$ cat src/rtl/idx_gather_scatter.sv
module idx_gather_scatter #(
  parameter int WORD_W = 32,
  parameter int LANES  = 16,
  parameter int IDX_W  = 10,
  parameter int DEPTH  = 64,
  localparam int LANE_W   = $clog2(LANES),
  localparam int BURST_AW = IDX_W - LANE_W,
  localparam int LINE_W   = LANES * WORD_W,
  localparam int BUF_AW   = $clog2(DEPTH),
  localparam int CNT_W    = $clog2(DEPTH + 1)
) (
  input  logic                clk,
  input  logic                rst_n,
  input  logic                start,
  input  logic                is_scatter,
  input  logic [CNT_W-1:0]    count,
  output logic                done,
  output logic [BUF_AW-1:0]   ix_rd_addr,
  input  logic [IDX_W-1:0]    ix_rd_data,
  output logic [BUF_AW-1:0]   db_rd_addr,
  input  logic [WORD_W-1:0]   db_rd_data,
  output logic                db_wr_en,
  output logic [BUF_AW-1:0]   db_wr_addr,
  output logic [WORD_W-1:0]   db_wr_data,
  output logic                mem_req,
  output logic                mem_we,
  output logic [BURST_AW-1:0] mem_addr,
  output logic [LINE_W-1:0]   mem_wdata,
  output logic [LANES-1:0]    mem_wstrb,
  input  logic                mem_gnt,
  input  logic                mem_rvalid,
  input  logic [LINE_W-1:0]   mem_rdata
);

  typedef enum logic [2:0] {S_IDLE, S_RUN, S_RD, S_RDW, S_WR} state_t;

  state_t                          state;
  logic                            mode;
  logic [CNT_W-1:0]                cnt, pos;
  logic                            line_ok;
  logic [BURST_AW-1:0]             line_addr, pend_addr;
  logic [LANES-1:0][WORD_W-1:0]    line_data, pend_data;
  logic [LANES-1:0]                pend_strb;

  logic [BURST_AW-1:0] cur_burst;
  logic [LANE_W-1:0]   cur_lane;
  logic                at_end, line_hit, pend_fit;

  assign cur_burst = ix_rd_data[IDX_W-1:LANE_W];
  assign cur_lane  = ix_rd_data[LANE_W-1:0];
  assign at_end    = (pos == cnt);
  assign line_hit  = line_ok && (line_addr == cur_burst);
  assign pend_fit  = (pend_strb == '0) || (pend_addr == cur_burst);

  assign ix_rd_addr = pos[BUF_AW-1:0];
  assign db_rd_addr = pos[BUF_AW-1:0];
  assign db_wr_en   = (state == S_RUN) && !mode && !at_end && line_hit;
  assign db_wr_addr = pos[BUF_AW-1:0];
  assign db_wr_data = line_data[cur_lane];

  assign mem_req   = (state == S_RD) || (state == S_WR);
  assign mem_we    = (state == S_WR);
  assign mem_addr  = mem_we ? pend_addr : cur_burst;
  assign mem_wdata = pend_data;
  assign mem_wstrb = mem_we ? pend_strb : '0;

  always_ff @(posedge clk) begin
    if (!rst_n) begin
      state     <= S_IDLE;
      mode      <= 1'b0;
      cnt       <= '0;
      pos       <= '0;
      done      <= 1'b0;
      line_ok   <= 1'b0;
      line_addr <= '0;
      line_data <= '0;
      pend_addr <= '0;
      pend_data <= '0;
      pend_strb <= '0;
    end else begin
      done <= 1'b0;
      case (state)
        S_IDLE: if (start) begin
          mode      <= is_scatter;
          cnt       <= count;
          pos       <= '0;
          line_ok   <= 1'b0;
          pend_strb <= '0;
          if (count == '0) done <= 1'b1;
          else             state <= S_RUN;
        end
        S_RUN: begin
          if (at_end) begin
            if (mode && (pend_strb != '0)) state <= S_WR;
            else begin
              done  <= 1'b1;
              state <= S_IDLE;
            end
          end else if (!mode) begin
            if (line_hit) pos <= pos + 1'b1;
            else          state <= S_RD;
          end else if (pend_fit) begin
            pend_addr            <= cur_burst;
            pend_data[cur_lane]  <= db_rd_data;
            pend_strb[cur_lane]  <= 1'b1;
            pos                  <= pos + 1'b1;
          end else begin
            state <= S_WR;
          end
        end
        S_RD: if (mem_gnt) state <= S_RDW;
        S_RDW: if (mem_rvalid) begin
          line_data <= mem_rdata;
          line_addr <= cur_burst;
          line_ok   <= 1'b1;
          state     <= S_RUN;
        end
        S_WR: if (mem_gnt) begin
          pend_strb <= '0;
          if (at_end) begin
            done  <= 1'b1;
            state <= S_IDLE;
          end else begin
            state <= S_RUN;
          end
        end
        default: state <= S_IDLE;
      endcase
    end
  end

  // request held stable until granted
  a_r6_req_hold: assert property (@(posedge clk) disable iff (!rst_n)
    (mem_req && !mem_gnt) |=> (mem_req && $stable(mem_we) && $stable(mem_addr)
                               && $stable(mem_wstrb) && $stable(mem_wdata)));

  // a burst write always carries at least one enabled lane
  a_r2_write_has_lane: assert property (@(posedge clk) disable iff (!rst_n)
    (mem_req && mem_we) |-> (mem_wstrb != '0));

  // back-to-back buffer writes advance by exactly one entry
  a_r4_in_order: assert property (@(posedge clk) disable iff (!rst_n)
    db_wr_en |=> (!db_wr_en || (db_wr_addr == $past(db_wr_addr) + 1'b1)));

  // zero count completes on the following cycle
  a_r7_zero_done: assert property (@(posedge clk) disable iff (!rst_n)
    (state == S_IDLE && start && count == '0) |=> done);

  // no buffer write while a memory request is pending
  a_r6_one_thing: assert property (@(posedge clk) disable iff (!rst_n)
    db_wr_en |-> !mem_req);

endmodule

$ cat config.mk
export PLATFORM = sky130hd
export DESIGN_NAME = idx_gather_scatter
export DESIGN_NICKNAME = d
export VERILOG_FILES = /design/src/rtl/idx_gather_scatter.sv
export SDC_FILE = /design/constraint.sdc
export NUM_CORES = 2
export LEC_CHECK = 0
export BUFFER_PORTS_ARGS = -buffer_cell sky130_fd_sc_hd__buf_2
export CAP_MARGIN = 15
export CELL_PAD_IN_SITES_DETAIL_PLACEMENT = 0
export CELL_PAD_IN_SITES_GLOBAL_PLACEMENT = 2
export CORE_AREA = 2 2 453 455
export DETAILED_ROUTE_END_ITERATION = 10
export DIE_AREA = 0 0 455 457
export PLACE_DENSITY_LB_ADDON = 0.1
export SYNTH_ARGS = -nofsm -noshare
export SYNTH_HDL_FRONTEND = slang
export SYNTH_SLANG_ARGS = --single-unit
$ cat constraint.sdc
create_clock -name clk -period 3.75 [get_ports clk]
set_input_delay 0.75 -clock clk [delete_from_list [all_inputs] [get_ports clk]]
set_output_delay 0.75 -clock clk [all_outputs]
set_load 0.05 [all_outputs]
==> run metrics <==
Worst slew margin=0.2143; core area=203300 sq um; pins over their slew limit=0; final RePlAce weighted congestion=0.8374; Area contributors post-synth=dfxtp_1 49%, a21oi_1 12%, nand2_1 9.3%; largest area contributor in the netlist=dfxtp_1; asr flop ratio synth=0; pwr dens=467.8 nW/um^2; die area=207900 sq um; crit share post-route=0.9557; placed cells=8589; Pre-Repair DR Iteration Count=5; Worst R2R Setup Slack=0.93 ns; Fin Setup TNS=0 ns; # Post-CTS Setup Buffers=0; Reg clk slew, reported paths=0.06 ns; vias in the first global route=42.61k; Mapped Area=43970 sq um; Fin Clk Skew=0.03461 ns; Max-Cap Viols=0; GRT Util Overall=0.2458; Setup violations, final=0; leakage power=20.65 nW; WP buf/inv=1; TritonCTS buffer count=139; Via Count=43.07k; H-Tree Level Count=4; final hold violations=0; commonest non-fill, non-tap cell in the layout=buf_2; cell family with most CP delay=simple AND/OR/NAND/NOR gates; CP startpoint kind=register; Design Power=26.46 mW; CTS tree=done; PortBufs=1154; Arrival @ worst endpoint=2.83 ns; clk_lat worst skew=0.81 ns; Slew @ Worst Pin=1.179 ns; DR DRC count=0; WL final=265.8 mm; Max Clock Freq=279.0 MHz; CTS root buffer=clkbuf_16; post-synthesis register bit count=1072; CP Max Fanout=21; HP Start=mem_rdata[336]; die width=455 microns; # rows=166; NumNets Final=6610; post-synth top area share=0.4880; wire length per cell=30.01 microns; CP Launch Point=pos[4]; Setup crit end kind=output pin; Final Non-Filler Cells=8859; critical path cell sequence=xnor2_1 -> and4_4 -> a21oi_4 -> and3_1 -> buf_2; # clock sinks=1072; Vias per Instance=4.862; most frequent cells in the layout=1151 x buf_2, 1085 x nand2_1, 1072 x dfxtp_1, 1052 x a21oi_1, 531 x nand3_1; Chip Height=457 microns; largest net degree at the start of global routing=159; Initial Utilization=0.2163; VDD IR-drop max=0.4708 mV; post-synthesis cell type count=61; syn_area_per_cell=8.450 sq um; Congestion Overflow GR=0; slowest stage delay, CP=0.64 ns; RSZ-0062 raised after global routing=false; sequential share of the synthesized area=0.4880; worst min path class=input port to register; status=finished, final reports clean; first-pass GRT wire length=356.9 mm; Net Count, Synth=5772; Routed Antenna Nets=0; layout cell share with drive strength beyond 1=0.2745; cts hold-fix bufs=0; dpl hpwl=191.6 mm; critical path class=register to output pin; Synthesis Warnings=0; worst path required time=3.00 ns; Main synth FF type=dfxtp_1; Layout area overhead=28.61%; slowest cell on the critical path=and4_4; deepest clock path buffer count=3; initial antenna violation count=56; io pins=1155; Mapped Cells=5204; minimum clock period after layout=3.584 ns; initial drt markers=3422; EDFF count, synth=0; CTS resizes=0; reg2reg start=state[0]
-- state kept, by name, summed over array words and instances (netlist names) --
name and flops:
line_data 512, mem_wdata 512, pend_strb 16, cnt 7, pos 7, line_addr 6, pend_addr 6, state 3
done 1, line_ok 1, mode 1
-- cell usage after synthesis, drive strengths merged, types with 10 or more instances --
library cell and number:
clkbuf 378, mux4 160, buf 207, o21ai 546, and2 19, dfxtp 1072
a21oi 1056, nor2 16, nand2 1085, nand3 531, o2111ai 10, xor2 10
-- worst reg2reg max path, stage by stage, from the launching register on --
cell	delay, ns
dfxtp_1	0.70
buf_4	0.31
nor3b_1	0.53
o21ai_0	0.56
a2111o_1	0.49
a31oi_1	0.15
-- power by group --
| group | switching, mW | internal [mW] | total, mW |
|---|---|---|---|
| sequential | 0.0799 | 11.5 | 11.5 |
| combinational | 1.30 | 0.522 | 1.82 |
| clock | 5.60 | 7.49 | 13.1 |
-- per-stage QoR --
stage / util / cell area (sq um) / setup slack (ns) / hold WS, ns
global placement: 0.2564 / 52150 / 0.1999 / 0.4407
finish: 0.2781 / 56560 / 0.1660 / 0.1701
CTS: 0.2779 / 56500 / 0.04507 / 0.09315
detailed placement: 0.2564 / 52150 / 0.1920 / 0.4431
floorplan: - / 43970 / 0.3630 / 0.4331
global route: 0.2781 / 56540 / 0.01691 / 0.1410
-- cell type report --
class	count	area, sq um
Antenna cell	22	55.05
Clock buffer	221	4089
Clock inverter	27	267.8
Fill cell	22250	146800
Inverter	4	22.52
Multi-Input combinational cell	3543	20000
Sequential cell	1072	21460
Tap cell	2688	3363
Timing Repair Buffer	1282	7296
-- path summary, 6_finish.rpt --
path,depth (start not counted),endpoint
max,5,db_wr_en
min reg2reg,2,line_data[378]
min,3,line_data[336]
max reg2reg,5,pos[6]
-- per-layer routing --
| layer | GRT usage | wire length, microns | up-vias |
|---|---|---|---|
| li1 | - | - | 19800 |
| met1 | 0.2706 | 99040 | 21340 |
| met2 | 0.4429 | 137600 | 1522 |
| met5 | 0 | 230 | - |
| met3 | 0.05024 | 15400 | 377 |
| met4 | 0.1235 | 13550 | 36 |
-- cells by family (layout without fill, tap and decap cells) --
| family | count (synthesis) | after routing | share of synthesized area |
|---|---|---|---|
| AND/OR/NAND/NOR | 1700 | 1700 | 0.1652 |
| AO/OA/AOI/OAI | 1654 | 1654 | 0.1966 |
| flip-flops | 1072 | 1072 | 0.4880 |
| buffers and inverters | 589 | 1534 | 0.06194 |
| multiplexers | 169 | 169 | 0.08419 |
| XOR/XNOR | 19 | 19 | 0.003784 |
| adder cells (fa/ha/maj) | 1 | 1 | 0.0002845 |
| other | 0 | 22 | 0 |
Power figures use the tool's default switching activity.
